[src/rtl/qdac_pkg.sv]
package qdac_pkg;

  typedef enum logic [2:0] {
    ST_IDLE,
    ST_BHI,
    ST_BLO,
    ST_GAP,
    ST_LLO,
    ST_LHI,
    ST_CMT,
    ST_DONE
  } qdac_state_e;

  // nanoseconds to system cycles, rounded up, at least one cycle
  function automatic int qdac_ns2cyc(longint hz, longint ns);
    longint c;
    c = (hz * ns + 64'sd999_999_999) / 64'sd1_000_000_000;
    if (c < 64'sd1) c = 64'sd1;
    return int'(c);
  endfunction

  // half period of the shift clock, rounded up, never shorter than floor_c
  function automatic int qdac_half(longint hz, longint sclk_hz, int floor_c);
    longint c;
    c = (hz + 64'sd2 * sclk_hz - 64'sd1) / (64'sd2 * sclk_hz);
    if (c < longint'(floor_c)) c = longint'(floor_c);
    return int'(c);
  endfunction

  function automatic int qdac_max(int a, int b);
    return (a > b) ? a : b;
  endfunction

endpackage

[src/rtl/qdac_tick.sv]
module qdac_tick #(
  parameter int CW = 8
) (
  input  logic          clk,
  input  logic          rst_n,
  input  logic          load,
  input  logic [CW-1:0] load_val,
  output logic          zero
);
  logic [CW-1:0] cnt;

  always_ff @(posedge clk or negedge rst_n) begin
    if (!rst_n)           cnt <= '0;
    else if (load)        cnt <= load_val - CW'(1);
    else if (cnt != '0)   cnt <= cnt - CW'(1);
  end

  assign zero = (cnt == '0);

  // an expired timer stays expired until reloaded
  p_tick_hold_r2: assert property (@(posedge clk) disable iff (!rst_n)
    (zero && !load) |=> zero);

endmodule

[src/rtl/qdac_shreg.sv]
module qdac_shreg #(
  parameter int W = 11
) (
  input  logic         clk,
  input  logic         rst_n,
  input  logic         load,
  input  logic [W-1:0] load_word,
  input  logic         shift,
  output logic         msb,
  output logic         last
);
  localparam int LW = $clog2(W + 1);

  logic [W-1:0]  sh;
  logic [LW-1:0] left;

  always_ff @(posedge clk or negedge rst_n) begin
    if (!rst_n) begin
      sh   <= '0;
      left <= '0;
    end else if (load) begin
      sh   <= load_word;
      left <= LW'(W - 1);
    end else if (shift) begin
      sh   <= {sh[W-2:0], 1'b0};
      left <= left - LW'(1);
    end
  end

  assign msb  = sh[W-1];
  assign last = (left == '0);

  // never shift beyond the final bit of a word
  p_no_overshift_r1: assert property (@(posedge clk) disable iff (!rst_n)
    shift |-> !last);

endmodule

[src/rtl/qdac_host.sv]
module qdac_host #(
  parameter int SYS_HZ   = 100_000_000,
  parameter int SCLK_HZ  = 1_000_000,
  parameter int SETUP_NS = 50,
  parameter int LOAD_NS  = 250,
  parameter int APPLY_NS = 250,
  parameter int CHAN_W   = 2,
  parameter int CODE_W   = 8
) (
  input  logic              clk,
  input  logic              rst_n,
  input  logic              req_valid,
  output logic              req_ready,
  input  logic              req_commit,
  input  logic              req_defer,
  input  logic [CHAN_W-1:0] req_chan,
  input  logic              req_range,
  input  logic [CODE_W-1:0] req_code,
  output logic              done,
  output logic              dac_sclk,
  output logic              dac_sdata,
  output logic              dac_latch_n,
  output logic              dac_apply_n
);
  import qdac_pkg::*;

  localparam int WORD_W = CHAN_W + 1 + CODE_W;
  localparam int T_SU   = qdac_ns2cyc(SYS_HZ, SETUP_NS);
  localparam int T_HALF = qdac_half(SYS_HZ, SCLK_HZ, T_SU);
  localparam int T_LW   = qdac_ns2cyc(SYS_HZ, LOAD_NS);
  localparam int T_AW   = qdac_ns2cyc(SYS_HZ, APPLY_NS);
  localparam int T_MAX  = qdac_max(qdac_max(T_SU, T_HALF), qdac_max(T_LW, T_AW));
  localparam int CNT_W  = $clog2(T_MAX + 1);

  qdac_state_e       st, st_n;
  logic              t_load, t_zero;
  logic [CNT_W-1:0]  t_val;
  logic              sh_load, sh_shift, sh_msb, sh_last;

  // named events
  logic accept;     // request taken this edge
  logic finishing;  // final timed phase expires this edge

  assign accept    = req_valid && req_ready;
  assign finishing = t_zero && (st == ST_LHI || st == ST_CMT);

  qdac_tick #(.CW(CNT_W)) u_tick (
    .clk(clk), .rst_n(rst_n), .load(t_load), .load_val(t_val), .zero(t_zero)
  );

  qdac_shreg #(.W(WORD_W)) u_shreg (
    .clk(clk), .rst_n(rst_n), .load(sh_load),
    .load_word({req_chan, req_range, req_code}),
    .shift(sh_shift), .msb(sh_msb), .last(sh_last)
  );

  always_comb begin
    st_n     = st;
    t_load   = 1'b0;
    t_val    = '0;
    sh_load  = 1'b0;
    sh_shift = 1'b0;
    case (st)
      ST_IDLE: if (accept) begin
        t_load = 1'b1;
        if (req_commit) begin
          st_n  = ST_CMT;
          t_val = CNT_W'(T_AW);
        end else begin
          st_n    = ST_BHI;
          t_val   = CNT_W'(T_HALF);
          sh_load = 1'b1;
        end
      end
      ST_BHI: if (t_zero) begin
        st_n = ST_BLO; t_load = 1'b1; t_val = CNT_W'(T_HALF);
      end
      ST_BLO: if (t_zero) begin
        t_load = 1'b1;
        if (sh_last) begin
          st_n = ST_GAP; t_val = CNT_W'(T_SU);
        end else begin
          st_n = ST_BHI; t_val = CNT_W'(T_HALF); sh_shift = 1'b1;
        end
      end
      ST_GAP: if (t_zero) begin
        st_n = ST_LLO; t_load = 1'b1; t_val = CNT_W'(T_LW);
      end
      ST_LLO: if (t_zero) begin
        st_n = ST_LHI; t_load = 1'b1; t_val = CNT_W'(T_SU);
      end
      ST_LHI:  if (t_zero) st_n = ST_DONE;
      ST_CMT:  if (t_zero) st_n = ST_DONE;
      ST_DONE: st_n = ST_IDLE;
      default: st_n = ST_IDLE;
    endcase
  end

  always_ff @(posedge clk or negedge rst_n) begin
    if (!rst_n) st <= ST_IDLE;
    else        st <= st_n;
  end

  always_ff @(posedge clk or negedge rst_n) begin
    if (!rst_n)         dac_apply_n <= 1'b1;
    else if (accept)    dac_apply_n <= !req_commit && req_defer;
    else if (finishing) dac_apply_n <= 1'b1;
  end

  assign req_ready   = (st == ST_IDLE);
  assign done        = (st == ST_DONE);
  assign dac_sclk    = (st != ST_BLO);
  assign dac_latch_n = (st != ST_LLO);
  assign dac_sdata   = (st == ST_BHI || st == ST_BLO) ? sh_msb : 1'b0;

  // busy from the cycle after acceptance
  p_busy_not_ready_r10: assert property (@(posedge clk) disable iff (!rst_n)
    accept |=> !req_ready);
  // data holds steady while the shift clock stays low
  p_data_hold_r3: assert property (@(posedge clk) disable iff (!rst_n)
    (!dac_sclk && !$past(dac_sclk)) |-> $stable(dac_sdata));
  // latch strobe only while the shift clock is high
  p_latch_clk_high_r4: assert property (@(posedge clk) disable iff (!rst_n)
    !dac_latch_n |-> dac_sclk);
  // done is a single cycle with both strobes released
  p_done_single_r6: assert property (@(posedge clk) disable iff (!rst_n)
    done |=> !done);
  p_done_quiet_r6: assert property (@(posedge clk) disable iff (!rst_n)
    done |-> (dac_latch_n && dac_sclk && dac_apply_n));
  // the apply strobe falls only right after an acceptance
  p_apply_fall_on_accept_r7: assert property (@(posedge clk) disable iff (!rst_n)
    $fell(dac_apply_n) |-> $past(accept));
  // a commit keeps clock and latch idle
  p_commit_quiet_r9: assert property (@(posedge clk) disable iff (!rst_n)
    (st == ST_CMT) |-> (dac_sclk && dac_latch_n && !dac_apply_n));

endmodule

[config.mk]
export PLATFORM = sky130hd
export DESIGN_NAME = qdac_host
export DESIGN_NICKNAME = d
export VERILOG_FILES = /design/src/rtl/qdac_pkg.sv /design/src/rtl/qdac_tick.sv /design/src/rtl/qdac_shreg.sv /design/src/rtl/qdac_host.sv
export SDC_FILE = /design/constraint.sdc
export NUM_CORES = 1
export LEC_CHECK = 0
export CAP_MARGIN = 0
export CORE_ASPECT_RATIO = 1.75
export CORE_MARGIN = 1.5
export CORE_UTILIZATION = 23
export CTS_BUF_LIST = sky130_fd_sc_hd__clkbuf_2
export CTS_CLUSTER_SIZE = 10
export DETAILED_ROUTE_END_ITERATION = 16
export GPL_TIMING_DRIVEN = 0
export PLACE_DENSITY = 0.47
export SYNTH_ARGS = -nofsm -noshare
export SYNTH_HDL_FRONTEND = slang
export SYNTH_SLANG_ARGS = --single-unit
[constraint.sdc]
create_clock -name clk -period 3.85 [get_ports clk]
set_input_delay 0.385 -clock clk [delete_from_list [all_inputs] [get_ports clk]]
set_output_delay 0.385 -clock clk [all_outputs]
set_load 0.01 [all_outputs]
==> results.txt <==
----------------------------------------------------
[Drt]
  Detail-routed net length per standard cell ... between 10 and 15 um
  Antenna Nets Post-Route ... 0
  Total iterations of the first detailed-routing run ... 4
  Residual DRC count ... 0
  Iteration-0 DRC count of the detailed router ... 58
  Via density per instance ... roughly 4.8
  Routed WL ... 4.189 mm
  Total via count after detailed routing ... 1373

[Logic synthesis]
  Warning count from the yosys run ... 0
  Average footprint of a synthesized cell ... slightly above 9 um^2
  Sequential element share of the synthesized area ... 0.3881
  Post-synth net total ... approximately 200
  Post-Syn Area ... roughly 0.0016 mm^2
  Number of distinct library cell variants in the gate-level netlist after synthesis ... 51
  Register bit total from synthesis ... 25
  Synthesized instance count ... between 150 and 200

[Timing]
  Total Neg Setup Slack ... 0 ns
  Final Max Tran Viols ... 0
  Setup repair after global routing missed its margin ... false
  Maximum frequency from static timing analysis ... 379.4 MHz
  Slew headroom ... 0.5842
  Clock tree skew after final layout ... ~0.017 ns
  Setup slack of the critical path after layout ... 1.214 ns
  Time the final worst path needs with I/O delays and setup ... 2.636 ns
  Setup-failing EPs final ... 0
  Final period utilization ... 0.6847
  Worst Tran Pin Value ... 0.6211 ns
  Final hold violations ... 0

[Finish]
  Fillcell total ... 770
  Non-filler instance count after layout ... 286
  Total Nets Final ... roughly 220
  Number of diodes ... 0
  Area added between synthesis and finish ... 21.22%
  Share of cells above drive strength 1 ... 0.1040

[Power]
  Largest vdd supply drop ... 0.1502 mV
  Static Leak ... 0.0007912 uW
  Power Total ... 1328 uW
  Pwr dens ... 678.2 mW/mm^2

[Floorplanning]
  Placement row count ... 40
  Vert. Die Dim ... 113.9 um
  Core Area ... just under 0.007 mm^2
  Die width ... 66.35 um
  Die Outline Area ... 0.007555 mm^2
  Effective utilization at floorplan ... 0.2373
  Ports placed on the boundary ... 22

[Clock network]
  H-Tree Level Count ... 1
  Clock-pin slew of the registers on the worst-case setup and hold paths ... 0.29 ns
  Setup fix buffers added after clock tree synthesis ... 0
  Maximum number of buffers from clock root to sink ... 2
  Number of cells upsized or downsized after cts ... 0
  Number of buffers inserted during clock tree synthesis ... 3
  TritonCTS clock tree ... done
  Number of clock sinks ... 25
  Root Buffer Master ... sky130_fd_sc_hd__clkbuf_2
  Number of hold-repair buffers added at the cts stage ... 0
  Clock Latency Late Sink ... 0.37 ns

[Setup path]
  Cell with the largest stage delay on the worst path ... sky130_fd_sc_hd__clkdlybuf4s50_1
  Worst Setup Start Kind ... flip-flop
  Category of the critical setup timing path ... flip-flop to output pin
  Cell-by-cell listing of the critical path ... buf_2 > or2_2 > clkbuf_1 > and4_1 > clkdlybuf4s50_1
  Worst Path Required ... 3.46 ns
  Peak per-stage delay on the critical path ... 0.54 ns
  Endpoint type of the worst setup path ... output pin
  Worst Path Max Fanout ... 10
  Critical Path AT ... 2.25 ns

[Flow run]
  Number of maximum-capacitance constraint violations ... 0

[Placed design]
  Final RePlAce weighted congestion ... 0.8837
  Placed wire-length estimate ... 3.215 mm
  Post-Place Setup Slack ... 0.8921 ns
  Count of buffers inserted at the top-level ports ... 21
  Cell count after placement ... 281

[GRT]
  Global-route usage over all layers ... 0.1180
  Via count of the first global-routing pass ... 1361
  Total global routing overflow ... 0
  Initial antenna violation count ... 0
  Maximum number of pins on one net before global-route repair ... 26
  Wire length of the first global-routing pass ... 6.803 mm

[Min path]
  Min-Delay Path Class ... primary input to asynchronous set/reset pin

[Run status]
  Result of the run ... completed

----------------------------------------------------
-- synthesized netlist by cell type, drive strengths merged --
| library cell | instances | area [um^2] |
|---|---|---|
| dfstp | 1 | 26.28 |
| nand2 | 10 | 40.04 |
| nor4 | 1 | 6.260 |
| nand3 | 6 | 30.03 |
| or3b | 1 | 8.760 |
| o21a | 1 | 7.510 |
| mux2i | 11 | 110.1 |
| nor3 | 7 | 57.55 |
| dfrtp | 24 | 600.6 |
| xnor2 | 2 | 17.52 |
| nor2b | 2 | 12.51 |
| or2 | 1 | 6.260 |
| o32a | 1 | 10.01 |
| or3 | 5 | 32.53 |
| o211ai | 2 | 15.01 |
| o31ai | 1 | 7.510 |
| or4b | 1 | 10.01 |
| o32ai | 1 | 8.760 |
| nand4 | 1 | 21.27 |
| and4 | 1 | 8.760 |
| nand2b | 1 | 6.260 |
| nor3b | 3 | 27.52 |
| a21oi | 25 | 125.1 |
| a211oi | 4 | 35.03 |
| mux2 | 1 | 11.26 |
| o21ba | 2 | 20.02 |
| a311oi | 1 | 8.760 |
| o221a | 1 | 11.26 |
| inv | 10 | 37.54 |
| clkbuf | 6 | 32.53 |
| ha | 3 | 37.54 |
| and3b | 1 | 8.760 |
| o2bb2ai | 1 | 8.760 |
| nor2 | 18 | 67.56 |
| a21o | 1 | 7.510 |
| a21boi | 1 | 7.510 |
| nor4b | 1 | 23.77 |
| a221oi | 1 | 8.760 |
| o221ai | 1 | 8.760 |
| o21ai | 8 | 40.03 |
| a31oi | 2 | 12.51 |
| buf | 4 | 31.27 |
-- area by class of cell --
| class | instances | area [um^2] | area share |
|---|---|---|---|
| Timing Repair Buffer | 22 | 215.2 | 0.1099 |
| Tap cell | 84 | 105.1 | 0.05367 |
| Clock inverter | 1 | 7.507 | 0.003834 |
| Sequential cell | 25 | 626.9 | 0.3201 |
| Inverter | 10 | 37.54 | 0.01917 |
| Buffer | 10 | 63.81 | 0.03259 |
| Clock buffer | 3 | 15.01 | 0.007668 |
| Multi-Input combinational cell | 131 | 887.1 | 0.4530 |
-- worst max-delay path, delay by kind of cell, from the launching register on --
kind / cells / cell delay [ns]
and+or+nand+nor: 2 / 0.40
DFF: 1 / 0.49
buffers and inverters: 3 / 1.02
-- path summary, 6_finish.rpt --
kind | startpoint | slack [ns] | cells past startpoint | endpoint
min reg2reg | u_shreg.sh[0] | 0.55 | 2 | u_shreg.sh[0]
max reg2reg | u_tick.cnt[1] | 1.32 | 8 | u_tick.cnt[4]
min | rst_n | 0.49 | 2 | u_tick.cnt[4]
max in group asynchronous | rst_n | 2.96 | 2 | u_tick.cnt[0]
max | st[0] | 1.21 | 5 | dac_sdata
min in group clk | req_code[0] | 0.52 | 3 | u_shreg.sh[0]
-- cells by family (layout without fill, tap and decap cells) --
| logic type | Yosys count | after routing | share of synthesized area |
|---|---|---|---|
| compound gates | 54 | 54 | 0.2122 |
| xor+xnor | 2 | 2 | 0.01085 |
| fa+ha+maj | 3 | 3 | 0.02324 |
| buf+inv | 20 | 46 | 0.06274 |
| flops | 25 | 25 | 0.3881 |
| mux | 12 | 12 | 0.07514 |
| simple gates | 60 | 60 | 0.2277 |
-- flip-flops by register name (all words and copies together), names as in the netlist --
name and cells:
dac_apply_n 1, st 3, u_shreg.left 4, u_shreg.sh 11, u_tick.cnt 6
-- stage by stage --
step,utilization,cell area (um^2),hold slack [ns]
global placement,0.2836,1931,0.4900
detailed placement,0.2836,1931,0.4986
floorplan,-,1615,0.08941
CTS,0.2869,1953,0.5009
finish,0.2877,1958,0.4894
global route,0.2877,1958,0.5221
-- report_power, final --
group / internal (uW) / leakage [uW] / total, uW / switching (uW)
combinational: 337 / 0.000509 / 733 / 395
sequential: 378 / 0.000269 / 480 / 101
clock: 24.1 / 0.0000126 / 115 / 91.4
total: 740 / 0.000791 / 1330 / 588
-- placed cells by master (no fill, tap or decap), types with 2 or more instances in the layout --
cell / Yosys / layout
sky130_fd_sc_hd__nand3_1: 6 / 6
sky130_fd_sc_hd__nor2_1: 18 / 18
sky130_fd_sc_hd__a31oi_1: 2 / 2
sky130_fd_sc_hd__mux2i_1: 11 / 11
sky130_fd_sc_hd__nor3b_1: 2 / 2
sky130_fd_sc_hd__a21oi_1: 25 / 25
sky130_fd_sc_hd__ha_1: 3 / 3
sky130_fd_sc_hd__nor3_1: 5 / 5
sky130_fd_sc_hd__nor3_4: 2 / 2
sky130_fd_sc_hd__a211oi_1: 3 / 3
sky130_fd_sc_hd__nand2_1: 9 / 9
sky130_fd_sc_hd__o21ai_0: 7 / 7
sky130_fd_sc_hd__clkbuf_1: 5 / 5
sky130_fd_sc_hd__buf_2: 1 / 2
sky130_fd_sc_hd__inv_1: 10 / 10
sky130_fd_sc_hd__buf_6: 2 / 2
sky130_fd_sc_hd__clkdlybuf4s50_1: 0 / 20
sky130_fd_sc_hd__xnor2_1: 2 / 2
sky130_fd_sc_hd__nor2b_1: 2 / 2
sky130_fd_sc_hd__clkbuf_2: 0 / 3
sky130_fd_sc_hd__dfrtp_1: 24 / 24
sky130_fd_sc_hd__o21ba_2: 2 / 2
sky130_fd_sc_hd__or3_1: 4 / 4
sky130_fd_sc_hd__o211ai_1: 2 / 2
-- layer usage --
layer / share of wire / vias up / global-route usage
met2: 0.54 / 29 / 0.2100
met4: 0.031 / 0 / 0.05306
met3: 0.033 / 6 / 0.01282
met1: 0.39 / 649 / 0.1383
met5: 0 / - / 0
li1: - / 689 / -
(Power assumes the default switching activity.)
